### config.mk
export PLATFORM = sky130hd
export DESIGN_NAME = div_exc_top
export DESIGN_NICKNAME = d
export VERILOG_FILES = /design/src/rtl/div_exc_pkg.sv /design/src/rtl/div_exc_guard.sv /design/src/rtl/div_exc_iter.sv /design/src/rtl/div_exc_signfix.sv /design/src/rtl/div_exc_top.sv
export SDC_FILE = /design/constraint.sdc
export NUM_CORES = 1
export LEC_CHECK = 0
export ABC_CLOCK_PERIOD_IN_PS = 3900
export BUFFER_PORTS_ARGS = -buffer_cell sky130_fd_sc_hd__buf_2
export CORE_MARGIN = 5
export CORE_UTILIZATION = 42
export CTS_CLUSTER_DIAMETER = 30
export DETAILED_ROUTE_END_ITERATION = 10
export PLACE_DENSITY_LB_ADDON = 0.3
export SLEW_MARGIN = 0
export SYNTH_ARGS = -nofsm -noshare
export SYNTH_HDL_FRONTEND = slang
export SYNTH_SLANG_ARGS = --single-unit
### constraint.sdc
create_clock -name clk -period 3.9 [get_ports clk]
set_input_delay 0.78 -clock clk [delete_from_list [all_inputs] [get_ports clk]]
set_output_delay 0.78 -clock clk [all_outputs]
set_load 0.01 [all_outputs]
### src/rtl/div_exc_pkg.sv
package div_exc_pkg;

  localparam int unsigned CAUSE_W = 8;

  typedef enum logic [CAUSE_W-1:0] {
    CAUSE_NONE   = 8'h00,
    CAUSE_UNIMPL = 8'h01,
    CAUSE_DIVERR = 8'h02
  } cause_e;

  typedef enum logic [1:0] {
    ST_IDLE = 2'd0,
    ST_RUN  = 2'd1,
    ST_FIX  = 2'd2
  } dstate_e;

  // Priority encoder for faults: feature absent, then zero divisor, then overflow.
  function automatic cause_e pick_cause(input logic feat_absent,
                                        input logic zero_div,
                                        input logic sovf);
    if (feat_absent)   return CAUSE_UNIMPL;
    else if (zero_div) return CAUSE_DIVERR;
    else if (sovf)     return CAUSE_DIVERR;
    else               return CAUSE_NONE;
  endfunction

endpackage

### src/rtl/div_exc_guard.sv
module div_exc_guard
  import div_exc_pkg::*;
#(
  parameter int unsigned W = 32
) (
  input  logic         feat_on,
  input  logic         sign_sel,
  input  logic [W-1:0] num,
  input  logic [W-1:0] den,
  output logic         zero_div,
  output logic         sovf,
  output logic         fault,
  output cause_e       cause
);

  localparam logic [W-1:0] MOST_NEG = {1'b1, {(W-1){1'b0}}};
  localparam logic [W-1:0] ALL_ONES = {W{1'b1}};

  always_comb begin
    zero_div = (den == '0);
    sovf     = sign_sel && (num == MOST_NEG) && (den == ALL_ONES);
    cause    = pick_cause(!feat_on, zero_div, sovf);
    fault    = (cause != CAUSE_NONE);
  end

endmodule

### src/rtl/div_exc_iter.sv
module div_exc_iter #(
  parameter int unsigned W = 32
) (
  input  logic         clk,
  input  logic         rst_n,
  input  logic         load,
  input  logic [W-1:0] num_mag,
  input  logic [W-1:0] den_mag,
  output logic [W-1:0] q_mag,
  output logic         active,
  output logic         last_step
);

  localparam int unsigned CW = $clog2(W) + 1;
  localparam logic [CW-1:0] LAST = CW'(W - 1);

  logic [W-1:0]  rem_q;
  logic [W-1:0]  qsh_q;
  logic [W-1:0]  den_q;
  logic [CW-1:0] cnt_q;
  logic          act_q;

  logic [W:0]    shifted;
  logic [W:0]    trial;
  logic          take;

  // One restoring step: shift in the next dividend bit, try to subtract.
  function automatic logic [W:0] sub_try(input logic [W:0] s, input logic [W-1:0] d);
    return s - {1'b0, d};
  endfunction

  always_comb begin
    shifted = {rem_q, qsh_q[W-1]};
    trial   = sub_try(shifted, den_q);
    take    = !trial[W];
  end

  always_ff @(posedge clk or negedge rst_n) begin
    if (!rst_n) begin
      rem_q <= '0;
      qsh_q <= '0;
      den_q <= '0;
      cnt_q <= '0;
      act_q <= 1'b0;
    end else if (load) begin
      rem_q <= '0;
      qsh_q <= num_mag;
      den_q <= den_mag;
      cnt_q <= '0;
      act_q <= 1'b1;
    end else if (act_q) begin
      rem_q <= take ? trial[W-1:0] : shifted[W-1:0];
      qsh_q <= {qsh_q[W-2:0], take};
      cnt_q <= cnt_q + 1'b1;
      if (cnt_q == LAST) act_q <= 1'b0;
    end
  end

  assign q_mag     = qsh_q;
  assign active    = act_q;
  assign last_step = act_q && (cnt_q == LAST);

endmodule

### src/rtl/div_exc_signfix.sv
module div_exc_signfix #(
  parameter int unsigned W = 32
) (
  input  logic [W-1:0] mag,
  input  logic         negate,
  output logic [W-1:0] value
);

  function automatic logic [W-1:0] twos(input logic [W-1:0] x);
    return (~x) + 1'b1;
  endfunction

  assign value = negate ? twos(mag) : mag;

endmodule

### src/rtl/div_exc_top.sv
module div_exc_top
  import div_exc_pkg::*;
#(
  parameter int unsigned W = 32
) (
  input  logic                clk,
  input  logic                rst_n,
  input  logic                req,
  input  logic                sign_sel,
  input  logic                feat_on,
  input  logic [W-1:0]        dividend,
  input  logic [W-1:0]        divisor,
  output logic                busy,
  output logic                done,
  output logic                wr_en,
  output logic [W-1:0]        quotient,
  output logic                exc_stb,
  output logic [CAUSE_W-1:0]  exc_cause
);

  dstate_e      st_q;
  logic         neg_q;
  logic [W-1:0] q_out_q;
  logic         done_q;
  logic         wr_q;
  logic         exc_q;
  cause_e       cause_q;

  // Named internal events used by the checker.
  logic         accept_w;
  logic         fault_w;
  logic         start_w;
  logic         finish_w;
  logic         zero_w;
  logic         sovf_w;
  cause_e       cause_w;

  logic [W-1:0] num_mag;
  logic [W-1:0] den_mag;
  logic [W-1:0] q_mag;
  logic [W-1:0] q_fixed;
  logic         iter_act;
  logic         iter_last;

  function automatic logic [W-1:0] magnitude(input logic [W-1:0] x, input logic sgn);
    return (sgn && x[W-1]) ? ((~x) + 1'b1) : x;
  endfunction

  div_exc_guard #(.W(W)) u_guard (
    .feat_on  (feat_on),
    .sign_sel (sign_sel),
    .num      (dividend),
    .den      (divisor),
    .zero_div (zero_w),
    .sovf     (sovf_w),
    .fault    (fault_w),
    .cause    (cause_w)
  );

  assign accept_w = req && (st_q == ST_IDLE);
  assign start_w  = accept_w && !fault_w;
  assign num_mag  = magnitude(dividend, sign_sel);
  assign den_mag  = magnitude(divisor, sign_sel);

  div_exc_iter #(.W(W)) u_iter (
    .clk       (clk),
    .rst_n     (rst_n),
    .load      (start_w),
    .num_mag   (num_mag),
    .den_mag   (den_mag),
    .q_mag     (q_mag),
    .active    (iter_act),
    .last_step (iter_last)
  );

  div_exc_signfix #(.W(W)) u_fix (
    .mag    (q_mag),
    .negate (neg_q),
    .value  (q_fixed)
  );

  assign finish_w = (st_q == ST_FIX);

  always_ff @(posedge clk or negedge rst_n) begin
    if (!rst_n) begin
      st_q    <= ST_IDLE;
      neg_q   <= 1'b0;
      q_out_q <= '0;
      done_q  <= 1'b0;
      wr_q    <= 1'b0;
      exc_q   <= 1'b0;
      cause_q <= CAUSE_NONE;
    end else begin
      done_q <= 1'b0;
      wr_q   <= 1'b0;
      exc_q  <= 1'b0;
      unique case (st_q)
        ST_IDLE: begin
          if (accept_w) begin
            if (fault_w) begin
              exc_q   <= 1'b1;
              cause_q <= cause_w;
            end else begin
              neg_q <= sign_sel && (dividend[W-1] ^ divisor[W-1]);
              st_q  <= ST_RUN;
            end
          end
        end
        ST_RUN: begin
          if (iter_last) st_q <= ST_FIX;
        end
        ST_FIX: begin
          q_out_q <= q_fixed;
          done_q  <= 1'b1;
          wr_q    <= 1'b1;
          st_q    <= ST_IDLE;
        end
        default: st_q <= ST_IDLE;
      endcase
    end
  end

  assign busy      = (st_q != ST_IDLE);
  assign done      = done_q;
  assign wr_en     = wr_q;
  assign quotient  = q_out_q;
  assign exc_stb   = exc_q;
  assign exc_cause = cause_q;

endmodule

==> results of run 1 <==
## area by class of cell
cell class | instances | share of cell area [%]
multi-input combinational | 911 | 51.47
sequential | 142 | 31.54
timing repair buffer | 122 | 6.380
clock buffer | 20 | 4.050
tap | 319 | 3.539
inverter | 55 | 1.831
clock inverter | 12 | 1.187
## cell families after synthesis
| family | count (synthesis) | share of synthesized area (%) |
|---|---|---|
| compound gates | 338 | 19.88 |
| mux | 58 | 5.975 |
| simple gates | 349 | 16.94 |
| flops | 142 | 36.03 |
| buf+inv | 129 | 5.417 |
| xor+xnor | 122 | 10.83 |
| fa+ha+maj | 38 | 4.897 |
| other cells | 1 | 0.03802 |
## placed cells by master, fill, tap and decap left out, types with 8 or more instances in the layout
cell and instances:
dfrtp_1 141, o21ai_0 135, nand2_1 121, a21oi_1 113, buf_2 105, nor2_1 92
xor2_1 70, inv_1 55, mux2i_1 51, xnor2_1 51, ha_1 37, nand3_1 22
nand4_1 21, nor3_1 20, o31ai_1 19, clkbuf_16 17, a21o_1 12, buf_4 11
a31oi_1 10, and3_1 9, nand2b_1 8, and2_1 8
## flip-flops by register name (all words and copies together), names as in the netlist, 2 cells and up
| register | flops |
|---|---|
| exc_cause | 2 |
| quotient | 32 |
| st_q | 2 |
| u_iter.cnt_q | 6 |
| u_iter.den_q | 32 |
| u_iter.q_mag | 32 |
| u_iter.rem_q | 32 |
## routing by layer
layer | up-vias | wire (um) | track usage (%)
li1 | 4287 | - | -
met1 | 4079 | 11650 | 25.55
met2 | 182 | 12010 | 31.26
met3 | 37 | 1114 | 3.255
met4 | 0 | 606 | 6.596
met5 | - | 0 | 0
## critical path, cell delays in order, from the launching register on
cell      delay [ns]
dfrtp_1         0.45
inv_1           0.11
ha_1            0.18
inv_1           0.06
fa_1            0.42
a211oi_1        0.38
o211ai_1        0.19
a211oi_1        0.28
a211oi_1        0.16
nor3_1          0.16
buf_4           0.17
xnor2_2         0.15
buf_4           0.30
mux2i_1         0.25
a21oi_1         0.09
## synthesized netlist by cell type (all sizes together) (2+ instances only)
library cell  instances  share of area (%)
dfrtp               142                 36
o21ai               138                7.0
nand2               121                4.6
a21oi               113                5.7
nor2                 92                3.5
xor2                 70                6.2
inv                  55                2.1
xnor2                52                4.6
mux2i                51                5.2
clkbuf               50                1.9
ha                   37                4.7
buf                  24                1.4
nand3                22                1.1
nand4                21                1.3
nor3                 20                1.0
o31ai                20                1.7
a21o                 12               0.91
a31oi                10               0.63
or4                  10               0.88
and3                  9               0.57
nand2b                9               0.57
and2                  8               0.51
o41ai                 8               0.90
mux2                  7               0.80
or3                   7               0.49
a211oi                6               0.46
nor4                  6               0.38
o211ai                6               0.46
nand3b                4               0.30
nor2b                 4               0.25
a211o                 3               0.27
a21boi                3               0.23
a311oi                3               0.27
nor3b                 3               0.23
nor4b                 3               0.27
or2                   3               0.22
a41o                  2               0.20
and4                  2               0.18
and4b                 2               0.20
o21a                  2               0.15
o21bai                2               0.15
o22ai                 2               0.13
## report_power, final
part / leakage, nW / switching [W] / internal [W] / total (W)
logic: 3.21 / 0.00339 / 0.00278 / 0.00617
clock network: 0.287 / 0.000665 / 0.000979 / 0.00164
registers: 1.74 / 0.000731 / 0.00221 / 0.00294
total: 5.23 / 0.00479 / 0.00597 / 0.0108
## worst max-delay path by stage
stage | from | end
CTS | u_iter.q_mag[31] | u_iter.rem_q[11]
global placement | dividend[19] | u_iter.q_mag[0]
floorplan | dividend[19] | u_iter.rem_q[2]
global route | u_iter.q_mag[31] | u_iter.rem_q[11]
detailed placement | dividend[19] | u_iter.q_mag[0]
finish | u_iter.q_mag[31] | u_iter.rem_q[11]
## stage by stage
stage          util [%]  cells  power [W]  hold WS [ns]  setup WS [ns]
3_5_place_dp      45.80   1549   0.009107        0.4648         0.1596
6_report          48.33   1581    0.01076        0.3372         0.4122
5_1_grt           48.33   1581    0.01168        0.3991        0.09475
3_3_place_gp      45.80   1549   0.008954        0.4560         0.1935
4_1_cts           48.33   1581    0.01080        0.3605         0.4151
2_1_floorplan         -   1182   0.007546        0.4498         0.5393
==> results.md, run 1 <==
* Slew margin rel. at 32.58%
* Max-capacitance violation count at 0
* Fill count at 2289
* Reg area at 3557 um2
* Mapped Area at 9863 um2
* Max clock buf depth at 2
* Power Dens Cells at around 950 nW/um2
* Seq cells post-synth at 142
* Antenna cell count at 0
* Design Area, Final at roughly 11000 um2
* DR DRC count at 0
* RR Startpoint: u_iter.q_mag[31]
* PostCTS Resize Cnt at 0
* Fmax at approximately 290 MHz
* CTS tree: done
* Vias in the first global route at around 8100
* Worst reg2reg path depth at 14
* Post-CTS Setup Bufs at 0
* Initial antenna violation count at 0
* Post-Route WL at 25380 um
* Sinks on the clock net at 142
* Cells after Synth at 1177
* Clock root buffer master: clkbuf_16
* Worst EP required at 4.20 ns
* GRT Total Usage at 19.06%
* Initial Util at 42.27%
* Cell variety after synth at 63
* Die ar. at 26650 um2
* Avg Cell Area, Syn at ~8.4 um2
* ANT nets after route at 0
* Routed len/inst at 16.06 um
* Worst setup EP type: flip-flop
* Hold Path Class: in2async
* Crit Path Category: reg2reg
* Share of cells above drive strength 1 at 13.71%
* Clock skew at 0.01039 ns
* Synth Warn # at 0
* RR Endpoint: u_iter.rem_q[11]
* Reg clk slew, reported paths at 0.06 ns
* Async SR Flop Fraction at 100.0%
* Drt pass-1 iters at 5
* Dominant synthesized flop cell: dfrtp_1
* Hold Vio Cnt, Final at 0
* Arrival time at the worst endpoint at roughly 3.8 ns
* R2R Setup Slk at roughly 0.41 ns
* Detail Placement HPWL at 19130 um
* CTS H-tree depth at 4
* Die height at 163.2 um
* Core ar. at ~23000 um2
* VDD IR-drop max at 0.6612 mV
* Slew Limit Fails at 0
* Initial drt markers at between 400 and 500
* Worst setup SP type: flip-flop
* Crit-path max FO at 15
* Post-Route Setup TNS at 0 ns
* Total gr overflow at 0
* Die W at 163.2 um
* Clk_lat worst skew at 0.44 ns
* Area of the multi-input gates at slightly below 6000 um2
* Post-synth EDFFs at 0
* Via density at 5.430
* Global-route wire length before repair at 40890 um
* Final worst-path cycle share at between 80% and 90%
* Seq/Total Area, Yosys at 36.03%
* Hold-fix buffer count after cts at 0
* Std-Cell Rows at 56
* Synth-to-Final Area Change at 14.33%
* Final setup violation count at 0
* IO Count at 113
* # port buffers at approximately 110
* Unrepaired setup endpoints after global routing: no
* Lkg Pwr at between 5 and 6 nW
* Final net count at between 1000 and 1500
* Routability congestion estimate at 0.8955
* CTS Buf Count at 17
* Largest net degree at the start of global routing at 68
* Outcome: complete, no violations
* Vias post-DR at ~8600
* Worst-Margin Slew at slightly above 1 ns
* Post-layout min period at 3.488 ns
* Placed inst area at 10690 um2
(Power assumes the default switching activity.)
==> run 2, diff against run 1 <==
--- a/config.mk
+++ b/config.mk
@@ -5,6 +5,7 @@
 export SDC_FILE = /design/constraint.sdc
 export NUM_CORES = 1
 export LEC_CHECK = 0
+export ABC_AREA = 1
 export ABC_CLOCK_PERIOD_IN_PS = 3900
 export BUFFER_PORTS_ARGS = -buffer_cell sky130_fd_sc_hd__buf_2
 export CORE_MARGIN = 5
==> results.md, run 2 <==
* Area leader, netlist: dfrtp_1
* Routability congestion estimate at 0.9343 (+4.3%)
* CTS H-tree depth at 4 (unchanged)
* Setup WS post-layout at 0.6152 ns (+0.2029 ns)
* Final setup violation count at 0 (unchanged)
* Crit-path max FO at 17 (+2)
* Lkg Pwr at 6.991 nW (+34%)
* PostCTS Resize Cnt at 0 (unchanged)
* Drt pass-1 iters at 6 (+1)
* Post-layout min period at 3.285 ns (-0.2029 ns)
* Detail Placement HPWL at 25340 um (+32%)
* Final worst-path cycle share at 84.23% (-5.2 points)
* Post-synth EDFFs at 0 (unchanged)
* Place WS at 0.6375 ns (+0.4779 ns)
* Reg clk slew, reported paths at 0.07 ns (about the same)
* Global-route wire length before repair at 53860 um (+32%)
* Arrival time at the worst endpoint at 3.59 ns (-0.20 ns)
* Commonest non-fill, non-tap cell in the layout: nand2_1
* Max-capacitance violation count at 0 (unchanged)
* Seq cells post-synth at 142 (unchanged)
* ANT nets after route at 0 (unchanged)
* Vias in the first global route at 10310 (+28%)
* Worst-Margin Slew at 1.132 ns (+0.1207 ns)
* Total gr overflow at 0 (unchanged)
* Share of cells above drive strength 1 at 9.144% (-4.6 points)
* Antenna cell count at 0 (unchanged)
* Post-Route WL at 32190 um (+27%)
* Cell variety after synth at 42 (-33%)
* Post-synth top area share at 31.72% (-4.3 points)
* Die ar. at 30040 um2 (+13%)
* Routed len/inst at 14.52 um (-9.5%)
* Most frequent cells after synthesis: 653 x nand2_1, 278 x inv_1, 173 x nor2_1
* Die W at 173.3 um (+6.2%)
* Leading post-synthesis cells by cell area: dfrtp_1 32%, nand2_1 22%, inv_1 9.3%, nor2_1 5.8%, nand3_1 5.0%
* Avg Cell Area, Syn at 6.293 um2 (-25%)
* CTS Buf Count at 17 (unchanged)
* GRT Total Usage at 21.62% (+2.6 points)
* Initial antenna violation count at 0 (unchanged)
* Worst reg2reg path depth at 17 (+3)
* Via density at 4.983 (-8.2%)
* Power Dens Cells at 279.8 nW/um2 (-71%)
* Hold Vio Cnt, Final at 0 (unchanged)
* Dominant synthesized flop cell: dfrtp_1
* Post-Route Setup TNS at 0 ns (unchanged)
* Worst setup SP type: flip-flop
* Slew Limit Fails at 0 (unchanged)
* Design Area, Final at 12670 um2 (+12%)
* Crit Path Category: reg2reg
* Commonest non-fill, non-tap cells in the layout: 653 x nand2_1, 278 x inv_1, 173 x nor2_1, 142 x dfrtp_1, 112 x nand3_1
* Die height at 173.3 um (+6.2%)
* Async SR Flop Fraction at 100.0% (unchanged)
* Most common cell in the netlist: nand2_1
* CTS tree: done
* Synth-to-Final Area Change at 13.10%
* Core ar. at 26130 um2 (+12%)
* Sinks on the clock net at 142 (unchanged)
* Hold Path Class: in2async
* Worst setup EP type: flip-flop
* RR Endpoint: u_iter.rem_q[16]
* Worst EP required at 4.21 ns (about the same)
* Largest net degree at the start of global routing at 90 (+32%)
* Cells after Synth at 1780 (+51%)
* Clock skew at 0.01629 ns (+0.005900 ns)
* DR DRC count at 0 (unchanged)
* Mapped Area at 11200 um2 (+14%)
* Final net count at 1975 (+46%)
* Max clock buf depth at 2 (unchanged)
* Synth Warn # at 0 (unchanged)
* Initial drt markers at 913 (+100%)
* IO Count at 113 (unchanged)
* Placed inst area at 12010 um2 (+12%)
* Hold-fix buffer count after cts at 0 (unchanged)
* Initial Util at 42.87% (+0.59 points)
* Unrepaired setup endpoints after global routing: no
* R2R Setup Slk at 0.62 ns (+0.20 ns)
* Outcome: complete, no violations
* Tot Pwr at 0.003546 W (-67%)
* # port buffers at 106 (unchanged)
* Std-Cell Rows at 59 (+5.4%)
* Vias post-DR at 11040 (+29%)
* Clock root buffer master: clkbuf_16
* Clk_lat worst skew at 0.43 ns (about the same)
* RR Startpoint: u_iter.q_mag[31]
* Slew margin rel. at 24.07% (-8.5 points)
* Post-CTS Setup Bufs at 0 (unchanged)
* VDD IR-drop max at 0.2133 mV (-68%)
* Seq/Total Area, Yosys at 31.72% (-4.3 points)
* Fmax at 304.4 MHz (+6.2%)
-- run 2: power breakdown --
group,leakage (nW),switching [W],internal [W]
combinational,4.73,0.000151,0.0000772
sequential,1.94,0,0.00147
clock,0.324,0.000726,0.00112
total,6.99,0.000878,0.00267
-- run 2: per-layer routing --
layer	part of all wire [%]	routed length [um]	vias to the layer above	GRT usage (%)
met5	0	0	-	0
met4	1.6	507	0	5.121
met3	5.7	1844	32	2.792
met2	41	13310	315	31.49
met1	51	16520	5028	33.82
li1	-	-	5668	-
-- run 2: how the worst max path moves through the flow --
stage | startpoint | to | slack [ns] | cells past startpoint
2_1_floorplan | u_iter.q_mag[31] | u_iter.rem_q[22] | 1.55 | 18
6_report | u_iter.q_mag[31] | u_iter.rem_q[16] | 0.62 | 17
4_1_cts | u_iter.q_mag[31] | u_iter.rem_q[16] | 0.62 | 17
3_5_place_dp | u_iter.q_mag[31] | u_iter.rem_q[16] | 0.64 | 17
3_3_place_gp | u_iter.q_mag[31] | u_iter.rem_q[16] | 0.73 | 17
5_1_grt | u_iter.q_mag[31] | u_iter.rem_q[16] | 0.37 | 17
-- run 2: worst max-delay path: stages (launching register included) --
cell and delay (ns):
dfrtp_1 0.40, inv_1 0.17, ha_1 0.17, inv_1 0.07
fa_1 0.43, nand2_1 0.12, nand2_1 0.06, nand3b_1 0.08
nand2_1 0.10, nand2_1 0.08, nand2_1 0.14, nand2_1 0.14
nand3_1 0.16, nand2_1 0.46, buf_4 0.33, nand2_1 0.10
nand3_1 0.10, nand2_1 0.05
-- run 2: logic make-up (layout without fill, tap and decap cells) --
kind of cell | after synthesis | count (layout) | share of synthesized area (%)
other cells | 1 | 6 | 0.03348
compound gates | 168 | 168 | 8.388
fa+ha+maj | 38 | 38 | 4.311
simple gates | 1014 | 1014 | 37.04
flops | 142 | 142 | 31.72
buf+inv | 335 | 431 | 12.10
xor+xnor | 82 | 82 | 6.411
-- run 2: per-stage QoR --
step,hold WS [ns],utilization [%],std cells
after floorplan,0.4530,-,1785
after global placement,0.4593,45.97,2184
after detailed placement,0.4686,45.97,2184
after CTS,0.4080,48.48,2216
after global routing,0.4521,48.48,2216
final,0.3822,48.48,2216
-- run 2: final cells by class --
type	count	area (um2)
multi-input cells	1308	6312
clock buffers	18	439.2
repair buffers	117	669.4
well taps	335	419.2
flip-flops and latches	142	3553
inverters	282	1059
clock inverters	14	217.7
fillers	2742	13460
==> run 3, diff against run 2 <==
--- a/config.mk
+++ b/config.mk
@@ -6,7 +6,7 @@
 export NUM_CORES = 1
 export LEC_CHECK = 0
 export ABC_AREA = 1
-export ABC_CLOCK_PERIOD_IN_PS = 3900
+export ABC_CLOCK_PERIOD_IN_PS = 3200
 export BUFFER_PORTS_ARGS = -buffer_cell sky130_fd_sc_hd__buf_2
 export CORE_MARGIN = 5
 export CORE_UTILIZATION = 42
==> constraint.sdc (replaced) <==
create_clock -name clk -period 3.2 [get_ports clk]
set_input_delay 0.64 -clock clk [delete_from_list [all_inputs] [get_ports clk]]
set_output_delay 0.64 -clock clk [all_outputs]
set_load 0.01 [all_outputs]
==> results.md, run 3 (same netlist as run 2, synthesis figures left out) <==
* RR Startpoint: u_iter.den_q[0]
* # port buffers at 106 (unchanged)
* Vias in the first global route at 10460 (+1.5%)
* Switch Pwr at 0.001015 W (+16%)
* Routability congestion estimate at 0.9781 (+4.7%)
* Die ar. at 30040 um2 (unchanged)
* Die W at 173.3 um (unchanged)
* CTS H-tree depth at 4 (unchanged)
* GRT Total Usage at 21.31% (-0.31 points)
* Unrepaired setup endpoints after global routing: no
* R2R Setup Slk at 0.31 ns (-0.30 ns)
* Non-Filler Instances at 2223 (+0.32%)
* Drt pass-1 iters at 6 (unchanged)
* Worst setup SP type: flip-flop
* ANT nets after route at 0 (unchanged)
* Fmax at 346.4 MHz (+14%)
* Part of the power in the clock network at 48.0% (-4.0 points)
* Std-Cell Rows at 59 (unchanged)
* Via density at 4.956 (-0.55%)
* Post-Route Setup TNS at 0 ns (unchanged)
* Die height at 173.3 um (unchanged)
* Initial Util at 42.87% (unchanged)
* Power Dens Cells at 315.4 nW/um2 (+13%)
* Switching part of the total power at 25.50% (+0.74 points)
* Post-Route WL at 31780 um (-1.3%)
* Dpl cells at 2191 (+0.32%)
* Detail Placement HPWL at 25030 um (-1.2%)
* VDD IR-drop max at 0.3351 mV (+57%)
* Hold Vio Cnt, Final at 0 (unchanged)
* CTS Buf Count at 17 (unchanged)
* Core ar. at 26130 um2 (unchanged)
* Clock root buffer master: clkbuf_16
* Antenna cell count at 0 (unchanged)
* Worst setup EP type: flip-flop
* Routed len/inst at 14.30 um (-1.6%)
* Slew margin rel. at 54.26% (+30 points)
* Lkg Pwr at 6.953 nW (-0.55%)
* Outcome: complete, no violations
* Crit-path max FO at 20 (+3)
* P_int at 0.002964 W (+11%)
* Clock skew at 0.01314 ns (-0.003153 ns)
* Synth-to-Final Area Change at 12.63%
* IO Count at 113 (unchanged)
* Post-layout min period at 2.887 ns (-0.3981 ns)
* CTS tree: done
* DR DRC count at 0 (unchanged)
* Final setup violation count at 0 (unchanged)
* Max-capacitance violation count at 0 (unchanged)
* RR Endpoint: u_iter.rem_q[30]
* Arrival time at the worst endpoint at 3.25 ns (-0.34 ns)
* Commonest non-fill, non-tap cells in the layout: 652 x nand2_1, 278 x inv_1, 173 x nor2_1, 142 x dfrtp_1, 112 x nand3_1
* Worst-Margin Slew at 0.6853 ns (-0.4467 ns)
* Total gr overflow at 0 (unchanged)
* Share of cells above drive strength 1 at 9.375% (+0.23 points)
* Comb pwr share at 6.9% (+0.5 points)
* Global-route wire length before repair at 53070 um (-1.5%)
* Final net count at 1982 (+0.35%)
* Fill count at 2777 (+1.3%)
* Reg clk slew, reported paths at 0.07 ns (about the same)
* Largest net degree at the start of global routing at 62 (-31%)
* Initial drt markers at 921 (+0.88%)
* Max clock buf depth at 2 (unchanged)
* Slew Limit Fails at 0 (unchanged)
* Vias post-DR at 11020 (-0.24%)
* Register share of total power at 45.1% (+3.6 points)
* Hold Path Class: in2async
* Initial antenna violation count at 0 (unchanged)
* Tot Pwr at 0.003979 W (+12%)
* Clk_lat worst skew at 0.43 ns (about the same)
* Sinks on the clock net at 142 (unchanged)
* Final worst-path cycle share at 90.21% (+6.0 points)
* Worst EP required at 3.56 ns (-0.65 ns)
* Worst reg2reg path depth at 17 (unchanged)
* Crit Path Category: reg2reg
* Commonest non-fill, non-tap cell in the layout: nand2_1
-- run 3: cell types whose count changed in the layout (fill, tap and decap cells not counted), moves of 3 or more --
cell	previous run	this run
inv_8	4	0
clkbuf_1	0	3
clkinvlp_4	0	5
buf_4	7	14
bufinv_16	4	1
-- run 3: power by group through the flow --
stage / clock network (W) / registers, W / logic, W
2_1_floorplan: 0 / 0.00183 / 0.000133
3_3_place_gp: 0 / 0.00183 / 0.000273
3_5_place_dp: 0 / 0.00183 / 0.000277
4_1_cts: 0.00194 / 0.00179 / 0.000278
5_1_grt: 0.00202 / 0.00179 / 0.000314
6_report: 0.00191 / 0.00180 / 0.000276
-- run 3: critical path: stages, from the launching register on --
cell and delay, ns:
dfrtp_1 0.48, ha_1 0.19, inv_1 0.07, fa_1 0.44
nand2_1 0.12, nand2_1 0.06, nand3b_1 0.08, nand2_1 0.11
nand2_1 0.08, nand2_1 0.13, nand2_1 0.14, nand3_1 0.18
nand2_1 0.14, buf_4 0.26, nand2_1 0.14, nand2_1 0.12
nand2_1 0.05, nand2_1 0.05
-- run 3: layout make-up --
type / instances / area, um2 / area share [%]
Inverter: 282 / 1059 / 8.390
Multi-Input combinational cell: 1308 / 6315 / 50.05
Clock buffer: 20 / 436.7 / 3.461
Tap cell: 335 / 419.2 / 3.322
Sequential cell: 142 / 3553 / 28.16
Timing Repair Buffer: 124 / 721.9 / 5.722
Clock inverter: 12 / 112.6 / 0.8925
-- run 3: per-stage QoR --
stage	area (um2)	hold WS, ns	setup slack, ns	util (%)
global route	12620	0.2328	0.03246	48.28
global placement	12070	0.4593	0.2056	46.17
detailed placement	12070	0.4574	0.1871	46.17
finish	12620	0.1856	0.3132	48.28
floorplan	11220	0.3444	0.8513	-
CTS	12610	0.2041	0.1775	48.27
-- run 3: how the worst max path moves through the flow --
| stage | from | endpoint | slack [ns] |
|---|---|---|---|
| 2_1_floorplan | u_iter.q_mag[31] | u_iter.rem_q[22] | 0.85 |
| 3_3_place_gp | u_iter.den_q[0] | u_iter.rem_q[20] | 0.21 |
| 3_5_place_dp | u_iter.q_mag[31] | u_iter.rem_q[24] | 0.19 |
| 4_1_cts | u_iter.q_mag[31] | u_iter.rem_q[29] | 0.18 |
| 5_1_grt | u_iter.q_mag[31] | u_iter.rem_q[30] | 0.03 |
| 6_report | u_iter.den_q[0] | u_iter.rem_q[30] | 0.31 |
-- run 3: repair_timing --
item                       in CTS  in global routing
gates resized for setup         0                  1
hold buffers                    0                  0
buffers inserted                0                  0
setup endpoints to repair       0                 14
-- run 3: metal layers --
layer  vias to the layer above  GRT usage [%]  routed length, um
li1                       5685              -                  -
met1                      4945          30.82              15730
met2                       331          32.06              13320
met3                        56          4.253               2001
met4                         0          6.817                731
met5                         -              0                  0
